===== src/rtl/xferSeqPkg.sv =====
package xferSeqPkg;

  typedef enum logic [1:0] {
    WALK_IA = 2'd0,
    WALK_IB = 2'd1,
    WALK_DA = 2'd2,
    WALK_DB = 2'd3
  } walkMode_e;

  typedef struct packed {
    logic load;
    logic step;
  } seqStrobe_t;

  // Resolve the 3-bit mode selector (primary or stack alias) to a walk mode.
  function automatic walkMode_e resolveMode(input logic [2:0] sel, input logic isStore);
    walkMode_e m;
    case (sel)
      3'd0: m = WALK_IA;
      3'd1: m = WALK_IB;
      3'd2: m = WALK_DA;
      3'd3: m = WALK_DB;
      3'd4: m = isStore ? WALK_DB : WALK_IA;  // full descending
      3'd5: m = isStore ? WALK_IB : WALK_DA;  // full ascending
      3'd6: m = isStore ? WALK_DA : WALK_IB;  // empty descending
      default: m = isStore ? WALK_IA : WALK_DB;  // empty ascending
    endcase
    return m;
  endfunction

endpackage


===== src/rtl/xferSeqPath.sv =====
module xferSeqPath
  import xferSeqPkg::*;
#(
  parameter int ADDR_W     = 32,
  parameter int REG_CNT    = 16,
  parameter int WORD_BYTES = 4
) (
  input  logic                       clk,
  input  logic                       rstN,
  input  seqStrobe_t                 strb,
  input  logic [REG_CNT-1:0]         regMask,
  input  logic [ADDR_W-1:0]          baseAddr,
  input  walkMode_e                  mode,
  input  logic                       wbEn,
  output logic                       maskEmpty,
  output logic                       lastBeat,
  output logic [$clog2(REG_CNT)-1:0] beatReg,
  output logic [ADDR_W-1:0]          beatAddr,
  output logic [ADDR_W-1:0]          wbAddr
);

  localparam int IDX_W = $clog2(REG_CNT);
  localparam int CNT_W = $clog2(REG_CNT + 1);
  localparam logic [ADDR_W-1:0] STEP = ADDR_W'(WORD_BYTES);

  logic [REG_CNT-1:0] maskR;
  logic [ADDR_W-1:0]  addrR;
  logic [ADDR_W-1:0]  wbR;
  logic [REG_CNT-1:0] maskNext;
  logic [CNT_W-1:0]   selCount;
  logic [ADDR_W-1:0]  span;
  logic [ADDR_W-1:0]  lowAddr;
  logic [ADDR_W-1:0]  endAddr;
  logic [IDX_W-1:0]   lowIdx;

  // population count of the incoming mask
  always_comb begin
    selCount = '0;
    for (int i = 0; i < REG_CNT; i++) selCount = selCount + CNT_W'(regMask[i]);
  end

  assign span = ADDR_W'(selCount) * STEP;

  always_comb begin
    case (mode)
      WALK_IA: begin lowAddr = baseAddr;               endAddr = baseAddr + span; end
      WALK_IB: begin lowAddr = baseAddr + STEP;        endAddr = baseAddr + span; end
      WALK_DA: begin lowAddr = baseAddr - span + STEP; endAddr = baseAddr - span; end
      default: begin lowAddr = baseAddr - span;        endAddr = baseAddr - span; end
    endcase
  end

  // lowest set bit of the remaining mask
  always_comb begin
    lowIdx = '0;
    for (int i = REG_CNT - 1; i >= 0; i--) if (maskR[i]) lowIdx = IDX_W'(i);
  end

  assign maskNext  = maskR & (maskR - 1'b1);
  assign lastBeat  = (maskNext == '0);
  assign maskEmpty = (regMask == '0);

  always_ff @(posedge clk or negedge rstN) begin
    if (!rstN) begin
      maskR <= '0;
      addrR <= '0;
      wbR   <= '0;
    end else if (strb.load) begin
      maskR <= regMask;
      addrR <= lowAddr;
      wbR   <= wbEn ? endAddr : baseAddr;
    end else if (strb.step) begin
      maskR <= maskNext;
      addrR <= addrR + STEP;
    end
  end

  assign beatReg  = lowIdx;
  assign beatAddr = addrR;
  assign wbAddr   = wbR;


  addr_step_chk: assert property (@(posedge clk) disable iff (!rstN)
    $past(strb.step) && !$past(strb.load) |-> addrR == $past(addrR) + STEP);


  beat_reg_live_chk: assert property (@(posedge clk) disable iff (!rstN)
    strb.step |-> maskR[beatReg]);


  mask_drain_chk: assert property (@(posedge clk) disable iff (!rstN)
    $past(strb.step) && !$past(strb.load) |-> $countones(maskR) + 1 == $countones($past(maskR)));

endmodule


===== src/rtl/xferSeqCtl.sv =====
module xferSeqCtl
  import xferSeqPkg::*;
(
  input  logic       clk,
  input  logic       rstN,
  input  logic       start,
  input  logic       maskEmpty,
  input  logic       lastBeat,
  output seqStrobe_t strb,
  output logic       busy,
  output logic       done
);

  typedef enum logic {ST_IDLE, ST_RUN} ctlState_e;
  ctlState_e state;

  always_comb begin
    strb.load = (state == ST_IDLE) && start;
    strb.step = (state == ST_RUN);
  end

  always_ff @(posedge clk or negedge rstN) begin
    if (!rstN) begin
      state <= ST_IDLE;
      done  <= 1'b0;
    end else begin
      done <= 1'b0;
      case (state)
        ST_IDLE: if (start) begin
          if (maskEmpty) done <= 1'b1;
          else           state <= ST_RUN;
        end
        default: if (lastBeat) begin
          state <= ST_IDLE;
          done  <= 1'b1;
        end
      endcase
    end
  end

  assign busy = (state == ST_RUN);


  busy_done_excl_chk: assert property (@(posedge clk) disable iff (!rstN)
    busy |-> !done);


  done_after_last_chk: assert property (@(posedge clk) disable iff (!rstN)
    busy && lastBeat |=> done && !busy);


  empty_fast_chk: assert property (@(posedge clk) disable iff (!rstN)
    !busy && start && maskEmpty |=> done && !busy);


  start_ignored_chk: assert property (@(posedge clk) disable iff (!rstN)
    busy && !lastBeat |=> busy && !done);

endmodule


===== src/rtl/blockXferSeq.sv =====
module blockXferSeq
  import xferSeqPkg::*;
(
  input  logic        clk,
  input  logic        rstN,
  input  logic        start,
  input  logic [15:0] regMask,
  input  logic [31:0] baseAddr,
  input  logic [2:0]  modeSel,
  input  logic        isStore,
  input  logic        wbEn,
  output logic        busy,
  output logic        done,
  output logic        beatValid,
  output logic [3:0]  beatReg,
  output logic [31:0] beatAddr,
  output logic [31:0] wbAddr
);

  seqStrobe_t strb;
  logic       maskEmpty;
  logic       lastBeat;
  walkMode_e  walkMode;

  assign walkMode = resolveMode(modeSel, isStore);

  xferSeqCtl u_ctl (
    .clk       (clk),
    .rstN      (rstN),
    .start     (start),
    .maskEmpty (maskEmpty),
    .lastBeat  (lastBeat),
    .strb      (strb),
    .busy      (busy),
    .done      (done)
  );

  xferSeqPath #(
    .ADDR_W     (32),
    .REG_CNT    (16),
    .WORD_BYTES (4)
  ) u_path (
    .clk       (clk),
    .rstN      (rstN),
    .strb      (strb),
    .regMask   (regMask),
    .baseAddr  (baseAddr),
    .mode      (walkMode),
    .wbEn      (wbEn),
    .maskEmpty (maskEmpty),
    .lastBeat  (lastBeat),
    .beatReg   (beatReg),
    .beatAddr  (beatAddr),
    .wbAddr    (wbAddr)
  );

  assign beatValid = busy;

endmodule


===== config.mk =====
export PLATFORM = sky130hd
export DESIGN_NAME = blockXferSeq
export DESIGN_NICKNAME = d
export VERILOG_FILES = /design/src/rtl/xferSeqPkg.sv /design/src/rtl/xferSeqPath.sv /design/src/rtl/xferSeqCtl.sv /design/src/rtl/blockXferSeq.sv
export SDC_FILE = /design/constraint.sdc
export NUM_CORES = 1
export LEC_CHECK = 0
export CAP_MARGIN = 15
export CORE_MARGIN = 2
export CORE_UTILIZATION = 40
export DETAILED_ROUTE_END_ITERATION = 8
export RECOVER_POWER = 100
export REMOVE_ABC_BUFFERS = 1
export SLEW_MARGIN = 0
export SYNTH_ARGS = -nofsm -noshare
export SYNTH_HDL_FRONTEND = slang
export SYNTH_SLANG_ARGS = --single-unit

===== constraint.sdc =====
create_clock -name clk -period 5.9 [get_ports clk]
set_input_delay 1.18 -clock clk [delete_from_list [all_inputs] [get_ports clk]]
set_output_delay 1.18 -clock clk [all_outputs]
set_load 0.02 [all_outputs]

; Word-level counts from Yosys, hierarchy flattened
; Cells that the tools add are included.
[word_totals]
register_bits = 82
output_inout_bits = 71
[op_classes]
addsub = 21
eq_ne = 8
muxes = 36
bitwise_logic = 2
reduce_logical = 7
[ops]
columns = operator, count
row1 = $mux W32, 4
row2 = $add A32 B3 Y32 const B, 3
row3 = $pmux W32 S3, 1
row4 = $add A5 B1 Y5, 14
row5 = $mux W4, 16
row6 = $add A32 B7 Y32, 1
row7 = $logic_not A16 Y1, 2
row8 = $mux W16, 2
row9 = $sub A32 B7 Y32, 1
row10 = $and A16 B16 Y16, 1
row11 = $sub A16 B1 Y16 const B, 1
row12 = $pmux W2 S7, 1
row13 = $eq A3 B3 Y1 const B, 3
row14 = $mux W1, 8
row15 = $mux W2, 4
row16 = $eq A3 B2 Y1 const B, 2
row17 = $eq A3 B1 Y1 const B, 1
row18 = $logic_not A3 Y1, 1
row19 = $add A1 B1 Y2, 1
row20 = $eq A2 B1 Y1 const B, 1
row21 = $eq A2 B2 Y1 const B, 1
row22 = $logic_not A2 Y1, 1
row23 = $reduce_bool A2 Y1, 1
row24 = $reduce_or A2 Y1, 1
row25 = 2 further kinds, 2

; Depth between registers and ports, before layout
[logic_depth]
word_depth = 19
mapped_depth = 28
mapped_depth_nobuf = 26

; Hierarchy
; From an unflattened synthesis, not the netlist that was laid out.
[hier_totals]
cells_unflattened = 1118
hier_area_um2 = 8438.1
[by_module_without_submodules]
columns = mod, n_inst, cells_each, area_each_um2
row1 = xferSeqPath, 1, 1102, 8303.0
row2 = xferSeqCtl, 1, 9, 92.6
row3 = blockXferSeq, 1, 7, 42.5

; Least setup slack after synthesis
; OpenSTA, ideal clock, no wires.
[synth_path]
path_type = input port to flip-flop
start = input port regMask[1]
end = register u_path.addrR[26], in the netlist u_path.beatAddr[26]
setup_ps = 126
arrival_ps = 7380
t_required_ps = 5774
setup_slack_ps = -1606
cell_stages = 22
cell_sequence = inv_1 > ha_1 > inv_1 > fa_1 > fa_1 > fa_1 > fa_1 > fa_1 > fa_1 > inv_1 > fa_1 > nor2_1 > o311a_1 > clkbuf_1 > o21ai_0 > and2_1 > or4_1 > clkbuf_1 > nor4_1 > nand4_1 > xor2_1 > a221o_1
[synth_between]
elab_chain_len = 19
[synth_lines]
columns = item, line_no
row1 = start: declaration, blockXferSeq.sv:7  ; input logic [15:0] regMask,
row2 = $add A1 B1 Y2 *, xferSeqPath.sv:39  ; for (int i = 0; i < REG_CNT; i++) selCount = selCount + CNT_W'(regMask[i]);
row3 = $add A5 B1 Y5 * (14 in a row), xferSeqPath.sv:39
row4 = $sub A32 B7 Y32 *, "xferSeqPath.sv:48, xferSeqPath.sv:49"
row5 = $add A32 B3 Y32, xferSeqPath.sv:48  ; WALK_DA: begin lowAddr = baseAddr - span + STEP; endAddr = baseAddr - span; end
row6 = $pmux W32 S3 *, xferSeqPath.sv:45  ; case (mode)
row7 = $mux W32 *, xferSeqPath.sv:68  ; end else if (strb.load) begin
row8 = end signal: assignment, xferSeqPath.sv:70  ; addrR <= lowAddr;
row9 = end signal: assignment, xferSeqPath.sv:74  ; addrR <= addrR + STEP;
row10 = end: declaration, xferSeqPath.sv:27  ; logic [ADDR_W-1:0] addrR;
; Mark *: on every way between the ends. The rest lies on a longest branch, timed or not.
; A chain may end at the register's enable or synchronous reset.

; Final worst setup path
[layout_path]
start = input port regMask[1]
end = register u_path.addrR[23], in the netlist u_path.beatAddr[23]
; Same word-level chain as after synthesis.

==> results.txt <==
----------------------------------------------------
[Clock tree]
  Number of buffers added by the clock tree synthesis step ... 9
  Clock network latency to the later pin of the worst-skew pair ... 0.37 ns
  Largest buffer count on any clock path ... 2
  Clock slew seen by the registers of the worst setup and hold paths ... 0.07 ns
  TritonCTS sink count ... 82
  H-Tree Depth ... 3
  TritonCTS clock tree ... yes
  CTS root buffer ... sky130_fd_sc_hd__clkbuf_16

[Power and ir drop]
  Power density cells ... 421 nW/um^2
  Total power consumption of the routed design ... 5.36 mW
  Worst ir drop on vdd ... 0.400 mV
  Pleak ... 5.16 nW

[Critical path]
  Critical Setup Path Class ... in2reg
  Launching element of the worst setup path ... regMask[1]
  Data arrival time of the critical path ... 7.44 ns
  Start of the worst register-to-register path ... u_ctl.busy
  Worst-path maximum fanout ... 3
  Reg2reg end ... u_path.beatAddr[24]
  Register-to-register path setup slack ... 2.56 ns
  Register-to-Register Path Depth ... 7
  Critical Path Source Type ... input pin
  Crit end category ... flop
  Critical path data required time ... 6.19 ns
  Termination of the worst setup path ... u_path.beatAddr[23]

[Outcome]
  Result of the run ... complete, but fails checks
  Failing checks ... max-capacitance violations, max-slew violations, negative setup slack

[Layout]
  Non-filler cells in the finished layout ... 1691
  Filler cell count in the final layout ... 1909
  Fraction of final layout cells with drive strength greater than 1 ... 27.5%
  Net count of the finished layout ... 1503
  Antenna diode count ... 0
  Synthesis-to-finish area growth ... 48.3%

[Drt]
  First-pass iteration count of the detailed router ... 5
  Total length of routed wires ... 32300 microns
  Number of nets with antenna violations after routing ... 0
  Total via count after detailed routing ... 9896
  DRC violation count after routing ... 0
  Detailed-route vias per instance ... 5.85
  DRT iter0 DRCs ... 834
  Routed length per instance ... 19.1 microns

[Floorplanning]
  Core footprint ... 21000 sq um
  # rows ... 53
  Height of the die ... 150 microns
  Number of primary I/O pins ... 127
  Die area ... 22600 sq um
  Starting density of the core ... 40.8%
  Horizontal die dimension ... 150 microns

[Timing]
  Min setup slack post-route ... -1.25 ns
  Pins over their slew limit ... 66
  Post-layout minimum cycle time ... 7.15 ns
  Ratio of final minimum period to clock period ... 121%
  Total of endpoints with negative setup slack in the final report ... 53
  Upper clock frequency limit ... 140 MHz
  Final hold violation count ... 0
  Clock skew ... 0.00954 ns
  Slew of the pin with the lowest slew margin ... 2.04 ns
  Summed negative setup slack over all endpoints ... -36.39 ns
  Setup repair after global routing missed its margin ... yes
  Slew margin rel. ... -36.2%

[Synth]
  Per-instance average area after synthesis ... 7.43 sq um
  Most used flip-flop cell after synthesis ... sky130_fd_sc_hd__dfrtp_1
  Number of enable-type register cells in the synthesized netlist ... 0
  Total number of yosys warnings ... 0
  Number of distinct library cell variants in the gate-level netlist after synthesis ... 81
  Fraction of synthesis flops using an asynchronous set or reset pin ... 100%
  Post-synthesis instance area ... 8570 sq um
  Count of mapped cells out of synthesis ... 1154
  Flops & latches, synth ... 82
  Seq/Total Area, Yosys ... 23.9%

[Job]
  Maximum Capacitance Violations ... 2

[Placement]
  Placed cell count ... 1635
  Worst slack, placed ... -2.24 ns
  Weighted congestion at the end of routability-driven global placement ... 0.991
  Buffers on Ports ... 126
  Half-perimeter wire length of the detailed placement result ... 23400 microns

[Hold path]
  Class of the tightest hold or removal check ... reg2reg
  Hold Crit Start ... u_path.beatAddr[1]

[Global route]
  Vias in the first global route ... 9512
  Congestion Overflow GR ... 0
  Largest net degree at the start of global routing ... 63
  Global-route wire length before repair ... 50700 microns
  Total Routing Usage GR ... 28.7%
  Number of antenna violations at the first check in global routing ... 0

----------------------------------------------------
[how the worst min path moves through the flow]
stage,to,slack [ns],cells after the start
global placement,u_path.wbAddr[1],0.46,2
floorplan,u_path.maskR[7],0.48,2
CTS,u_path.beatAddr[1],0.48,2
global route,u_path.wbAddr[1],0.51,2
finish,u_path.beatAddr[1],0.47,2
detailed placement,u_path.beatAddr[1],0.46,2
[metal layers]
| metal | global-route usage, % | up-vias | part of all wire (%) | routed length (microns) |
|---|---|---|---|---|
| met2 | 47.8 | 389 | 48 | 15400 |
| li1 | - | 4652 | - | - |
| met3 | 4.21 | 79 | 5.9 | 1910 |
| met4 | 11.7 | 0 | 3.5 | 1140 |
| met5 | 0 | - | 0 | 0 |
| met1 | 37.3 | 4776 | 43 | 13800 |
[final cells by class]
class	count	area (sq um)	area share [%]
clock buffer	9	225	1.77
timing repair buffer	328	2900	22.8
clock inverter	7	82.6	0.650
inverter	54	208	1.63
tap	275	344	2.71
multi-input combinational	936	6900	54.3
sequential	82	2050	16.1
[registers in the layout, summed over array words and instances (netlist names)]
signal and count:
u_path.wbAddr 32, u_ctl.busy 1, u_ctl.done 1, u_path.beatAddr 32, u_path.maskR 16
[metrics by stage]
stage	hold slack, ns	area, sq um	utilization (%)
3_3_place_gp	0.458	11100	52.6
2_1_floorplan	0.484	8230	-
3_5_place_dp	0.462	11100	52.6
4_1_cts	0.481	12200	58.1
6_report	0.472	12700	60.5
5_1_grt	0.509	12700	60.5
[synth_stat cells, types with 14 or more instances]
| cell | number | area [sq um] |
|---|---|---|
| sky130_fd_sc_hd__or4_1 | 14 | 105 |
| sky130_fd_sc_hd__o211ai_1 | 14 | 105 |
| sky130_fd_sc_hd__nand2_1 | 163 | 612 |
| sky130_fd_sc_hd__or3_1 | 16 | 100 |
| sky130_fd_sc_hd__mux2i_1 | 14 | 140 |
| sky130_fd_sc_hd__and3_1 | 18 | 113 |
| sky130_fd_sc_hd__inv_1 | 53 | 199 |
| sky130_fd_sc_hd__dfrtp_1 | 82 | 2050 |
| sky130_fd_sc_hd__clkbuf_1 | 62 | 233 |
| sky130_fd_sc_hd__ha_1 | 24 | 300 |
| sky130_fd_sc_hd__xor2_1 | 47 | 412 |
| sky130_fd_sc_hd__nor4_1 | 17 | 106 |
| sky130_fd_sc_hd__o22ai_1 | 20 | 125 |
| sky130_fd_sc_hd__nand4_1 | 26 | 163 |
| sky130_fd_sc_hd__xnor2_1 | 58 | 508 |
| sky130_fd_sc_hd__a21oi_1 | 64 | 320 |
| sky130_fd_sc_hd__o21ai_0 | 101 | 505 |
| sky130_fd_sc_hd__nor3_1 | 32 | 160 |
| sky130_fd_sc_hd__nand3_1 | 43 | 215 |
| sky130_fd_sc_hd__nor2_1 | 74 | 278 |
[cell usage in the layout (no fill, tap or decap), types with 35 or more instances in the layout]
master / count
sky130_fd_sc_hd__o21ai_1: 36
sky130_fd_sc_hd__buf_4: 165
sky130_fd_sc_hd__a21oi_1: 53
sky130_fd_sc_hd__nand3_1: 35
sky130_fd_sc_hd__inv_1: 44
sky130_fd_sc_hd__clkdlybuf4s50_1: 46
sky130_fd_sc_hd__nor2_1: 63
sky130_fd_sc_hd__xnor2_1: 51
sky130_fd_sc_hd__dfrtp_1: 82
sky130_fd_sc_hd__dlygate4sd3_1: 72
sky130_fd_sc_hd__o21ai_0: 61
sky130_fd_sc_hd__nand2_1: 154
sky130_fd_sc_hd__xor2_1: 43
[cell families (layout without fill, tap and decap cells)]
| group | after synthesis | after routing | synth area share, % |
|---|---|---|---|
| muxes | 16 | 16 | 1.90 |
| adders and majority gates | 38 | 38 | 6.54 |
| xor gates and xnor gates | 105 | 105 | 10.7 |
| DFF | 82 | 82 | 23.9 |
| buffers and inverters | 136 | 398 | 6.36 |
| and+or+nand+nor | 473 | 473 | 28.3 |
| AOI/OAI and AO/OA | 304 | 304 | 22.3 |
[critical path: stages]
cell and delay [ns]:
sky130_fd_sc_hd__buf_8 0.08, sky130_fd_sc_hd__inv_4 0.03, sky130_fd_sc_hd__ha_4 0.25, sky130_fd_sc_hd__inv_2 0.03, sky130_fd_sc_hd__fa_1 0.46, sky130_fd_sc_hd__fa_2 0.56, sky130_fd_sc_hd__fa_1 0.43, sky130_fd_sc_hd__fa_1 0.46
sky130_fd_sc_hd__fa_2 0.37, sky130_fd_sc_hd__fa_2 0.55, sky130_fd_sc_hd__inv_1 0.07, sky130_fd_sc_hd__fa_2 0.43, sky130_fd_sc_hd__or3b_1 0.37, sky130_fd_sc_hd__a221oi_2 0.26, sky130_fd_sc_hd__buf_4 0.16, sky130_fd_sc_hd__o21ai_2 0.05
sky130_fd_sc_hd__a21oi_2 0.16, sky130_fd_sc_hd__o211ai_1 0.22, sky130_fd_sc_hd__or4_4 0.60, sky130_fd_sc_hd__or3_1 0.33, sky130_fd_sc_hd__a211o_1 0.27, sky130_fd_sc_hd__a31oi_1 0.12
[power breakdown]
part | switching, mW | internal (mW)
clock | 0.295 | 0.337
sequential | 0.254 | 0.814
combinational | 1.95 | 1.71
[what timing repair did]
| action | in CTS | in global routing |
|---|---|---|
| hold buffers | 0 | 0 |
| setup endpoints to repair | 56 | 56 |
| setup buffers | 30 | 25 |
| pin swaps | 58 | 65 |
| resized for setup | 189 | 94 |
Note: power is estimated with default switching activity, not from simulation.
